**src/rtl/prt_pkg.sv**
```systemverilog
package prt_pkg;
  localparam int FLAG_W = 3;

  typedef struct packed {
    logic narrow;
    logic elim;
    logic zero;
  } wr_flags_t;

  function automatic logic charges(input logic valid, input wr_flags_t fl);
    return valid && !fl.zero && !fl.elim && !fl.narrow;
  endfunction
endpackage

```
**src/rtl/prt_map_table.sv**
```systemverilog
module prt_map_table #(
  parameter int NUM_ARCH = 16,
  parameter int AW       = 4,
  parameter int FW       = 2,
  parameter int COST_W   = 2,
  parameter int NLOOK    = 4
) (
  input  logic                    clk,
  input  logic                    rst_n,
  input  logic                    we,
  input  logic [AW-1:0]           wr_reg,
  input  logic [FW-1:0]           wr_file,
  input  logic [COST_W-1:0]       wr_cost,
  input  logic [NLOOK*AW-1:0]     lk_reg,
  output logic [NLOOK*FW-1:0]     lk_file,
  output logic [NLOOK*COST_W-1:0] lk_cost
);
  logic [FW-1:0]     file_q [NUM_ARCH];
  logic [COST_W-1:0] cost_q [NUM_ARCH];

  always_ff @(posedge clk) begin
    if (!rst_n) begin
      for (int i = 0; i < NUM_ARCH; i++) begin
        file_q[i] <= '0;
        cost_q[i] <= COST_W'(1);
      end
    end else if (we) begin
      file_q[wr_reg] <= wr_file;
      cost_q[wr_reg] <= wr_cost;
    end
  end

  for (genvar l = 0; l < NLOOK; l++) begin : g_look
    assign lk_file[l*FW +: FW]         = file_q[lk_reg[l*AW +: AW]];
    assign lk_cost[l*COST_W +: COST_W] = cost_q[lk_reg[l*AW +: AW]];
  end
endmodule

```
**src/rtl/prt_file_slot.sv**
```systemverilog
module prt_file_slot #(
  parameter int CNT_W  = 6,
  parameter int COST_W = 2,
  parameter int DW     = 4
) (
  input  logic              clk,
  input  logic              rst_n,
  input  logic              cap_we,
  input  logic [CNT_W-1:0]  cap_val,
  input  logic [COST_W-1:0] add,
  input  logic [COST_W-1:0] sub,
  input  logic [DW-1:0]     demand,
  output logic [CNT_W-1:0]  used,
  output logic              stall,
  output logic              uflow
);
  localparam int XW = ((DW > CNT_W) ? DW : CNT_W) + 1;

  logic [CNT_W-1:0] used_q, cap_q, used_d;
  logic [CNT_W:0]   grown;
  logic [XW-1:0]    dem_x, cap_x, trimmed;

  always_comb begin
    grown  = {1'b0, used_q} + (CNT_W + 1)'(add);
    uflow  = grown < (CNT_W + 1)'(sub);
    used_d = uflow ? '0 : CNT_W'(grown - (CNT_W + 1)'(sub));
  end

  always_comb begin
    dem_x   = XW'(demand);
    cap_x   = XW'(cap_q);
    trimmed = (dem_x > cap_x) ? cap_x : dem_x;
    stall   = (cap_q != '0) && (demand != '0) && ((XW'(used_q) + trimmed) > cap_x);
  end

  always_ff @(posedge clk) begin
    if (!rst_n) begin
      used_q <= '0;
      cap_q  <= '0;
    end else begin
      used_q <= used_d;
      if (cap_we) cap_q <= cap_val;
    end
  end

  assign used = used_q;
endmodule

```
**src/rtl/phys_reg_tracker.sv**
```systemverilog
module phys_reg_tracker #(
  parameter int NF       = 3,
  parameter int NUM_ARCH = 16,
  parameter int COST_W   = 2,
  parameter int CNT_W    = 6,
  parameter int QN       = 2,
  localparam int AW      = $clog2(NUM_ARCH),
  localparam int FW      = (NF > 1) ? $clog2(NF) : 1
) (
  input  logic                clk,
  input  logic                rst_n,
  input  logic                cfg_map_we,
  input  logic [AW-1:0]       cfg_map_reg,
  input  logic [FW-1:0]       cfg_map_file,
  input  logic [COST_W-1:0]   cfg_map_cost,
  input  logic                cfg_cap_we,
  input  logic [FW-1:0]       cfg_cap_file,
  input  logic [CNT_W-1:0]    cfg_cap_val,
  input  logic                alloc_valid,
  input  logic [AW-1:0]       alloc_reg,
  input  logic [2:0]          alloc_flags,
  input  logic                free_valid,
  input  logic [AW-1:0]       free_reg,
  input  logic [2:0]          free_flags,
  input  logic [QN-1:0]       qry_en,
  input  logic [QN*AW-1:0]    qry_reg,
  output logic [NF-1:0]       stall_mask,
  output logic [NF*CNT_W-1:0] used_count,
  output logic                err_underflow
);
  import prt_pkg::*;

  localparam int NLOOK = 2 + QN;
  localparam int DW    = COST_W + $clog2(QN + 1);

  logic [NLOOK*AW-1:0]     lk_reg;
  logic [NLOOK*FW-1:0]     lk_file;
  logic [NLOOK*COST_W-1:0] lk_cost;
  logic                    a_chg, f_chg;
  logic [NF-1:0]           uflow;
  logic                    err_q;

  assign lk_reg = {qry_reg, free_reg, alloc_reg};
  assign a_chg  = charges(alloc_valid, wr_flags_t'(alloc_flags));
  assign f_chg  = charges(free_valid, wr_flags_t'(free_flags));

  prt_map_table #(
    .NUM_ARCH(NUM_ARCH), .AW(AW), .FW(FW), .COST_W(COST_W), .NLOOK(NLOOK)
  ) u_map (
    .clk(clk), .rst_n(rst_n),
    .we(cfg_map_we), .wr_reg(cfg_map_reg), .wr_file(cfg_map_file), .wr_cost(cfg_map_cost),
    .lk_reg(lk_reg), .lk_file(lk_file), .lk_cost(lk_cost)
  );

  for (genvar f = 0; f < NF; f++) begin : g_file
    logic              hit_a, hit_f;
    logic [COST_W-1:0] add, sub;
    logic [DW-1:0]     demand;

    assign hit_a = (f == 0) || (lk_file[0 +: FW] == FW'(f));
    assign hit_f = (f == 0) || (lk_file[FW +: FW] == FW'(f));
    assign add   = (a_chg && hit_a) ? lk_cost[0 +: COST_W] : '0;
    assign sub   = (f_chg && hit_f) ? lk_cost[COST_W +: COST_W] : '0;

    always_comb begin
      demand = '0;
      for (int q = 0; q < QN; q++) begin
        if (qry_en[q] && ((f == 0) || (lk_file[(2+q)*FW +: FW] == FW'(f))))
          demand = demand + DW'(lk_cost[(2+q)*COST_W +: COST_W]);
      end
    end

    prt_file_slot #(.CNT_W(CNT_W), .COST_W(COST_W), .DW(DW)) u_slot (
      .clk(clk), .rst_n(rst_n),
      .cap_we(cfg_cap_we && (cfg_cap_file == FW'(f))), .cap_val(cfg_cap_val),
      .add(add), .sub(sub), .demand(demand),
      .used(used_count[f*CNT_W +: CNT_W]), .stall(stall_mask[f]), .uflow(uflow[f])
    );
  end

  always_ff @(posedge clk) begin
    if (!rst_n) err_q <= 1'b0;
    else        err_q <= err_q | (|uflow);
  end

  assign err_underflow = err_q;
endmodule

```
**config.mk**
```make
export PLATFORM = sky130hd
export DESIGN_NAME = phys_reg_tracker
export DESIGN_NICKNAME = d
export VERILOG_FILES = /design/src/rtl/prt_pkg.sv /design/src/rtl/prt_map_table.sv /design/src/rtl/prt_file_slot.sv /design/src/rtl/phys_reg_tracker.sv
export SDC_FILE = /design/constraint.sdc
export NUM_CORES = 1
export LEC_CHECK = 0
export BUFFER_PORTS_ARGS = -buffer_cell sky130_fd_sc_hd__buf_2
export CORE_ASPECT_RATIO = 1.5
export CORE_MARGIN = 1
export CORE_UTILIZATION = 55
export DETAILED_ROUTE_END_ITERATION = 6
export PLACE_DENSITY = 0.77
export SLEW_MARGIN = 20
export SYNTH_ARGS = -nofsm -noshare
export SYNTH_HDL_FRONTEND = slang
export SYNTH_SLANG_ARGS = --single-unit
```
**constraint.sdc**
```tcl
create_clock -name clk -period 6.1 [get_ports clk]
set_input_delay 0.305 -clock clk [delete_from_list [all_inputs] [get_ports clk]]
set_output_delay 0.305 -clock clk [all_outputs]
set_load 0.1 [all_outputs]
```
# Yosys cells after proc, flatten, opt, wreduce, memory -nomap -nowiden

Memories as Yosys holds them, arrays and structs flattened.
Index checks and enable logic that the tools add are counted.

Bits in registers: 37
Bits in writable memories: 64
Bits of input ports: 46
Output and inout port bits: 22
Word-level logic and storage cells: 109
Memories kept: 2

Memory list:

| name         | depth | width | read ports | clocked after Yosys merged registers in | write ports | RTL line            | text |
|---|---|---|---|---|---|---|---|
| u_map.cost_q | 16    | 2     | 4          | 0                                       | 16          | prt_map_table.sv:19 | `logic [COST_W-1:0] cost_q [NUM_ARCH];` |
| u_map.file_q | 16    | 2     | 4          | 0                                       | 16          | prt_map_table.sv:18 | `logic [FW-1:0] file_q [NUM_ARCH];` |

Add/sub/neg operators: 12
Order comparisons: 9
Equal/unequal tests: 10
Muxes and demuxes: 25
Bitwise gates (word level): 2
Reductions and logical operators: 42

Operators with widths:

| operator                                                               | number |
|---|---|
| 1-bit logical AND                                                      | 23 |
| 2-bit two-way mux                                                      | 11 |
| 6-bit by 2-bit adder with 7-bit output                                 | 3 |
| 6-bit by 7-bit adder with 7-bit output                                 | 3 |
| 7-bit by 6-bit greater-than comparator with 1-bit output               | 3 |
| 7-bit by 2-bit < comparator with 1-bit output                          | 3 |
| 6-bit two-way mux                                                      | 3 |
| 6-bit nonzero test                                                     | 3 |
| 6-bit by 2-bit subtractor with 6-bit output                            | 3 |
| 4-bit two-way mux                                                      | 4 |
| 4-bit by 6-bit greater-than comparator with 1-bit output               | 2 |
| 4-bit nonzero test                                                     | 3 |
| 2-bit by 1-bit equality test with 1-bit output (second input constant) | 5 |
| 2-bit equality test (second input constant)                            | 5 |
| 2-bit OR reduction                                                     | 5 |
| 2-bit by 2-bit adder with 3-bit output                                 | 3 |
| 3-bit by 6-bit greater-than comparator with 1-bit output               | 1 |
| 1-bit zero test                                                        | 6 |
| 1-bit two-way mux                                                      | 6 |
| 3-bit two-way mux                                                      | 1 |
| 3-bit OR reduction                                                     | 1 |
| 2-bit zero test                                                        | 1 |
| 1-bit inverter                                                         | 1 |
| 1-bit OR                                                               | 1 |

# Logic depth before layout (Yosys ltp)

An unclocked memory read counts as a cell.

Depth in word-level cells: 11
Gate-level depth with buffers: 33
Depth with buffers taken out: 30

# Hierarchy

A second synthesis with hierarchy kept.

Cells, all modules: 827
Area, all modules: 9042.4 µm²

By module, submodules not included:

| module                           | times used | cells each | area an instance (µm²) | sequential area each (µm²) |
|---|---|---|---|---|
| prt_map_table                    | 1          | 333        | 4798.4                 | 1921.8 |
| prt_file_slot (g_file[2].u_slot) | 1          | 152        | 1297.5                 | 240.2 |
| prt_file_slot (g_file[0].u_slot) | 1          | 146        | 1286.2                 | 240.2 |
| prt_file_slot (g_file[1].u_slot) | 1          | 140        | 1222.4                 | 240.2 |
| phys_reg_tracker                 | 1          | 56         | 437.9                  | 20.0 |

# Worst setup path after synthesis

No wires, ideal clock.

Path type: input-to-output
From: input port qry_reg[4]
To: output port stall_mask[2]
Arrival: 6.283 ns
Data required time: 5.795 ns
Path slack: -0.488 ns
Stages: 28
Path buffers: 3
Cell sequence: buf_4 > buf_2 > mux4_2 > mux4_2 > ha_1 > fa_1 > inv_1 > o21ai_1 > ha_1 > nor2b_1 > o21ai_0 > nor2_1 > or3b_2 > o221ai_1 > ha_1 > inv_1 > fa_1 > nor2b_1 > o21ai_0 > a21boi_0 > nor2_1 > ha_1 > a21o_1 > a21oi_1 > a21oi_1 > o31a_1 > o311a_1 > buf_4

Cells in the longest elaborated chain, start to end: 9
Elaborated cells on any way between the ends: 13
Those cells by class: add/sub: 2; order compare: 2; eq/ne: 1; mux: 2; reduce/logical: 4; memory: 2

RTL lines:

| what                                                                                           | RTL line               | text |
|---|---|---|
| start, declared                                                                                | phys_reg_tracker.sv:26 | `input logic [QN*AW-1:0] qry_reg,` |
| parallel branches: the longest is 3 deep, another holds 2-bit by 2-bit adder with 3-bit output | n/a                    |  |
| 4-bit two-way mux *                                                                            | phys_reg_tracker.sv:68 | `if (qry_en[q] && ((f == 0) \|\| (lk_file[(2+q)*FW +: FW] == FW'(f))))` |
| 4-bit by 6-bit greater-than comparator with 1-bit output                                       | prt_file_slot.sv:32    | `trimmed = (dem_x > cap_x) ? cap_x : dem_x;` |
| 6-bit two-way mux                                                                              | prt_file_slot.sv:32    |  |
| 6-bit by 7-bit adder with 7-bit output                                                         | prt_file_slot.sv:33    | `stall = (cap_q != '0) && (demand != '0) && ((XW'(used_q) + trimmed) > cap_x);` |
| 7-bit by 6-bit greater-than comparator with 1-bit output                                       | prt_file_slot.sv:33    |  |
| 1-bit logical AND *                                                                            | prt_file_slot.sv:33    |  |
| end, declared                                                                                  | phys_reg_tracker.sv:27 | `output logic [NF-1:0] stall_mask,` |

Every way passes the cells marked *.

==> impl_metrics.py <==
metrics = {
    "run_status": {
        "status": "finished, violations left",
        "violations": "setup timing",
    },
    "global_routing": {
        "gr-usage-met1": 0.3089,
        "most_heavily_used_metal_layer_in_global_routing": "met2",
        "met3_track_usage_gr": 0.04509,
        "grt_first_pass_wirelength_um": 36580,
        "grt_pass1_vias": 6899,
        "globalRouteTotalUtil": 0.3036,
        "remaining_global_route_overflow": 0,
        "grt_antenna_before_repair": 0,
        "grt_max_degree": 46,
        "grt_util_met2": 0.5644,
    },
    "synth": {
        "yosys_warnings": 0,
        "netlist_instances": 772,
        "synth_flop_cell": "sky130_fd_sc_hd__edfxtp_1",
        "async_reset_ff_frac": 0,
        "synth.area.top_cells": "sky130_fd_sc_hd__edfxtp_1 (23%), sky130_fd_sc_hd__mux4_2 (17%), sky130_fd_sc_hd__dfxtp_1 (8.7%)",
        "post_syn_area_mm2": 0.008509,
        "seq_area_frac_synth": 0.3129,
        "post_synth.cell_area_avg_um2": 11.02,
        "synth-edff-count": 64,
        "ys_seq_elements": 101,
        "post_synth_num_cell_types": 74,
        "yosys-top-cells-count": "sky130_fd_sc_hd__edfxtp_1 (64), sky130_fd_sc_hd__mux4_2 (64), sky130_fd_sc_hd__ha_1 (58), sky130_fd_sc_hd__inv_1 (56), sky130_fd_sc_hd__nor2_1 (56)",
        "synth_largest_area_cell": "sky130_fd_sc_hd__edfxtp_1",
        "synthDominantCellAreaShare": 0.2258,
    },
    "clocking": {
        "tritoncts.num_buffers": 9,
        "cts_hold_buffers": 0,
        "htreeDepth": 3,
        "tritoncts_num_sinks": 101,
        "clk_root_buffer_cell": "sky130_fd_sc_hd__clkbuf_16",
        "clock_path_buffers": 2,
        "latest_clock_arrival_within_the_worst_skew_pair_ns": 0.36,
        "tritoncts_clock_tree": "built",
        "worst_setup_hold_path_clk_slew_ns": 0.08,
    },
    "detailed_routing": {
        "finalWirelength_um": 24250,
        "route.detailed.wl_per_inst_um": 21.95,
        "vias_per_cell": 6.251,
        "via_count": 6907,
        "drc": 0,
        "number_of_iterations_in_the_first_detailed_routing_pass": 5,
        "drt_iter0_drc": 388,
        "post_detailed_route_count_of_antenna_violating_nets": 0,
    },
    "finish": {
        "syn_to_final_growth_pct": 19.25,
        "seq_area_mm2": 0.002663,
        "finalNonFillerCells": 1105,
        "num_antenna_cells": 0,
        "fillers": 1115,
        "multi_input_area_mm2": 0.005693,
        "drive_gt1_frac": 0.3267,
        "num-nets-final": 1017,
    },
    "critical_path": {
        "timing.critical_path.arrival_ns": 6.36,
        "worst-endpoint-required_ns": 5.79,
        "reg2regPathDepth": 13,
        "critical-path-slowest-cell": "sky130_fd_sc_hd__mux4_2",
        "crit_path_end_kind": "output port",
        "crit_path_start_kind": "flop",
        "critPathMostFrequentCell": "sky130_fd_sc_hd__ha_1",
        "worst_path_max_stage_delay_ns": 0.52,
        "timing.rr.end": "g_file[0].u_slot.used[4]",
        "worst-r2r-setup-slack_ns": 1.83,
        "critical_path.reg2reg.startpoint": "u_map.cost_q[7][0]",
        "critical_path_class": "reg2out",
        "crit_fanout": 2,
    },
    "power_and_ir_drop": {
        "switching_component_of_the_power_mw": 0.7420,
        "net_sw_frac": 0.3405,
        "cellInternalPower_mw": 1.437,
        "post_layout_power_mw": 2.179,
        "seq_power_share": 0.374,
        "power.density_cell_area_mw_per_mm2": 214.7,
        "p_clk_frac": 0.285,
        "p_leak_nw": 4.207,
        "vdd.ir_drop.worst_v": 0.0001245,
        "share_comb_of_total_power": 0.341,
    },
    "sta": {
        "worst_slew_margin_rel": 0.4509,
        "grt_setup_unrepaired": "true",
        "fin_worst_hold_slack_ns": 0.2343,
        "worst_clock_skew_ns": 0.01283,
        "finalCritPeriodShare": 1.093,
        "report.final.hold_viol_count": 0,
        "max_clock_freq_mhz": 149.9,
        "worst_slew_pin_slew_ns": 0.8236,
        "worst_case_setup_margin_in_the_final_layout_ns": -0.5689,
        "slew_violations": 0,
        "shortest_clock_period_the_worst_path_allows_after_layout_ns": 6.669,
        "finalSetupViolations": 3,
    },
    "placement": {
        "place_congestion": 0.9531,
        "dp_hpwl_um": 17970,
        "numPlacedInstances": 1075,
        "port_buffer_count": 67,
        "pre_cts_slack_ns": -0.4424,
    },
    "floorplan": {
        "chipWidth_um": 103.6,
        "rows": 55,
        "coreArea_mm2": 0.01507,
        "boundaryPins": 68,
        "die_area_mm2": 0.01598,
        "start_util": 0.5646,
        "die_height_um": 154.3,
    },
    "worst_hold_path": {
        "worst_hold_path.endpoint": "g_file[0].u_slot.cap_q[5]",
        "timing.hold.worst.class": "in2reg",
        "whs_path_depth": 3,
        "hp-start": "cfg_cap_val[5]",
    },
    "flow_run": {
        "drv_cap": 0,
    },
}
==> power groups by stage <==
stage | Clock, mW | Sequential [mW] | Combinational (mW)
CTS | 0.626 | 0.810 | 0.675
floorplan | 0 | 0.862 | 0.424
detailed placement | 0 | 0.825 | 0.655
global placement | 0 | 0.823 | 0.640
global route | 0.653 | 0.817 | 0.799
finish | 0.621 | 0.814 | 0.744
==> layer usage <==
metal	part of all wire	up-vias
li1	-	3132
met5	0	-
met4	0.075	0
met1	0.33	3350
met3	0.055	106
met2	0.54	319
==> how the worst max path moves through the flow <==
stage,start,end,slack [ns],cells after the start
2_1_floorplan,qry_reg[4],stall_mask[2],-0.005,28
3_3_place_gp,qry_reg[4],stall_mask[2],-0.29,28
3_5_place_dp,qry_reg[4],stall_mask[2],-0.44,29
4_1_cts,u_map.cost_q[7][0],stall_mask[2],-0.55,27
5_1_grt,u_map.cost_q[7][0],stall_mask[1],-1.01,32
6_report,u_map.cost_q[7][0],stall_mask[0],-0.57,25
==> what timing repair did <==
item,4_1_cts,5_1_grt
gates resized for setup,14,50
setup endpoints to repair,3,3
setup buffers,6,8
pin swaps,7,40
==> cell type report <==
type / instances / area share
clock buffer: 9 / 0.02219
sequential: 101 / 0.2624
inverter: 58 / 0.02146
tap: 199 / 0.02454
multi-input combinational: 585 / 0.5610
timing repair buffer: 146 / 0.09926
clock inverter: 7 / 0.009125
==> critical path: cells and delay by family (launching register included) <==
| kind | cells | cell delay (ns) |
|---|---|---|
| mux | 4 | 1.62 |
| xor+xnor | 1 | 0.09 |
| flops | 1 | 0.49 |
| compound gates | 8 | 1.43 |
| fa+ha+maj | 5 | 1.37 |
| buf+inv | 4 | 0.54 |
| simple gates | 3 | 0.45 |
==> sequential cells by signal, indices dropped and copies added (netlist names) <==
register	flops
err_underflow	1
u_map.cost_q	32
g_file.u_slot.used	18
g_file.u_slot.cap_q	18
u_map.file_q	32
==> stage by stage <==
step | utilization | instance area [um2] | TNS (ns)
final | 0.6733 | 10150 | -1.681
after global routing | 0.6733 | 10150 | -2.681
after CTS | 0.6563 | 9891 | -1.468
after global placement | 0.6301 | 9497 | -0.6118
after detailed placement | 0.6301 | 9497 | -1.127
after floorplan | - | 8606 | -0.004762
==> cell usage in the layout (no fill, tap or decap), types with 5 or more instances in the layout <==
master / n
sky130_fd_sc_hd__buf_4: 73
sky130_fd_sc_hd__mux4_2: 64
sky130_fd_sc_hd__buf_2: 64
sky130_fd_sc_hd__edfxtp_1: 64
sky130_fd_sc_hd__nor2_1: 54
sky130_fd_sc_hd__and2_1: 54
sky130_fd_sc_hd__inv_1: 50
sky130_fd_sc_hd__ha_1: 50
sky130_fd_sc_hd__dfxtp_1: 37
sky130_fd_sc_hd__nand2_1: 30
sky130_fd_sc_hd__mux2i_1: 26
sky130_fd_sc_hd__nor2b_1: 25
sky130_fd_sc_hd__a21oi_1: 18
sky130_fd_sc_hd__or3_1: 17
sky130_fd_sc_hd__nand2b_1: 16
sky130_fd_sc_hd__xnor2_1: 16
sky130_fd_sc_hd__o21ai_0: 15
sky130_fd_sc_hd__nand3_1: 12
sky130_fd_sc_hd__a21o_1: 11
sky130_fd_sc_hd__nor3_1: 10
sky130_fd_sc_hd__xor2_1: 10
sky130_fd_sc_hd__fa_1: 9
sky130_fd_sc_hd__conb_1: 9
sky130_fd_sc_hd__clkbuf_16: 9
sky130_fd_sc_hd__inv_2: 8
sky130_fd_sc_hd__mux4_1: 8
sky130_fd_sc_hd__a21oi_2: 8
sky130_fd_sc_hd__nand3b_1: 7
sky130_fd_sc_hd__o21ai_1: 7
sky130_fd_sc_hd__and3_1: 6
sky130_fd_sc_hd__nand4_1: 5
sky130_fd_sc_hd__o21ai_2: 5
sky130_fd_sc_hd__nand3_2: 5
sky130_fd_sc_hd__ha_4: 5
==> logic make-up after synthesis <==
| group | count (synthesis) | synth area share |
|---|---|---|
| fa+ha+maj | 70 | 0.1135 |
| other cells | 1 | 0.0004407 |
| compound gates | 109 | 0.08793 |
| simple gates | 270 | 0.1791 |
| flops | 101 | 0.3129 |
| buf+inv | 94 | 0.04940 |
| mux | 100 | 0.2273 |
| xor+xnor | 27 | 0.02941 |
(Power assumes the default switching activity.)
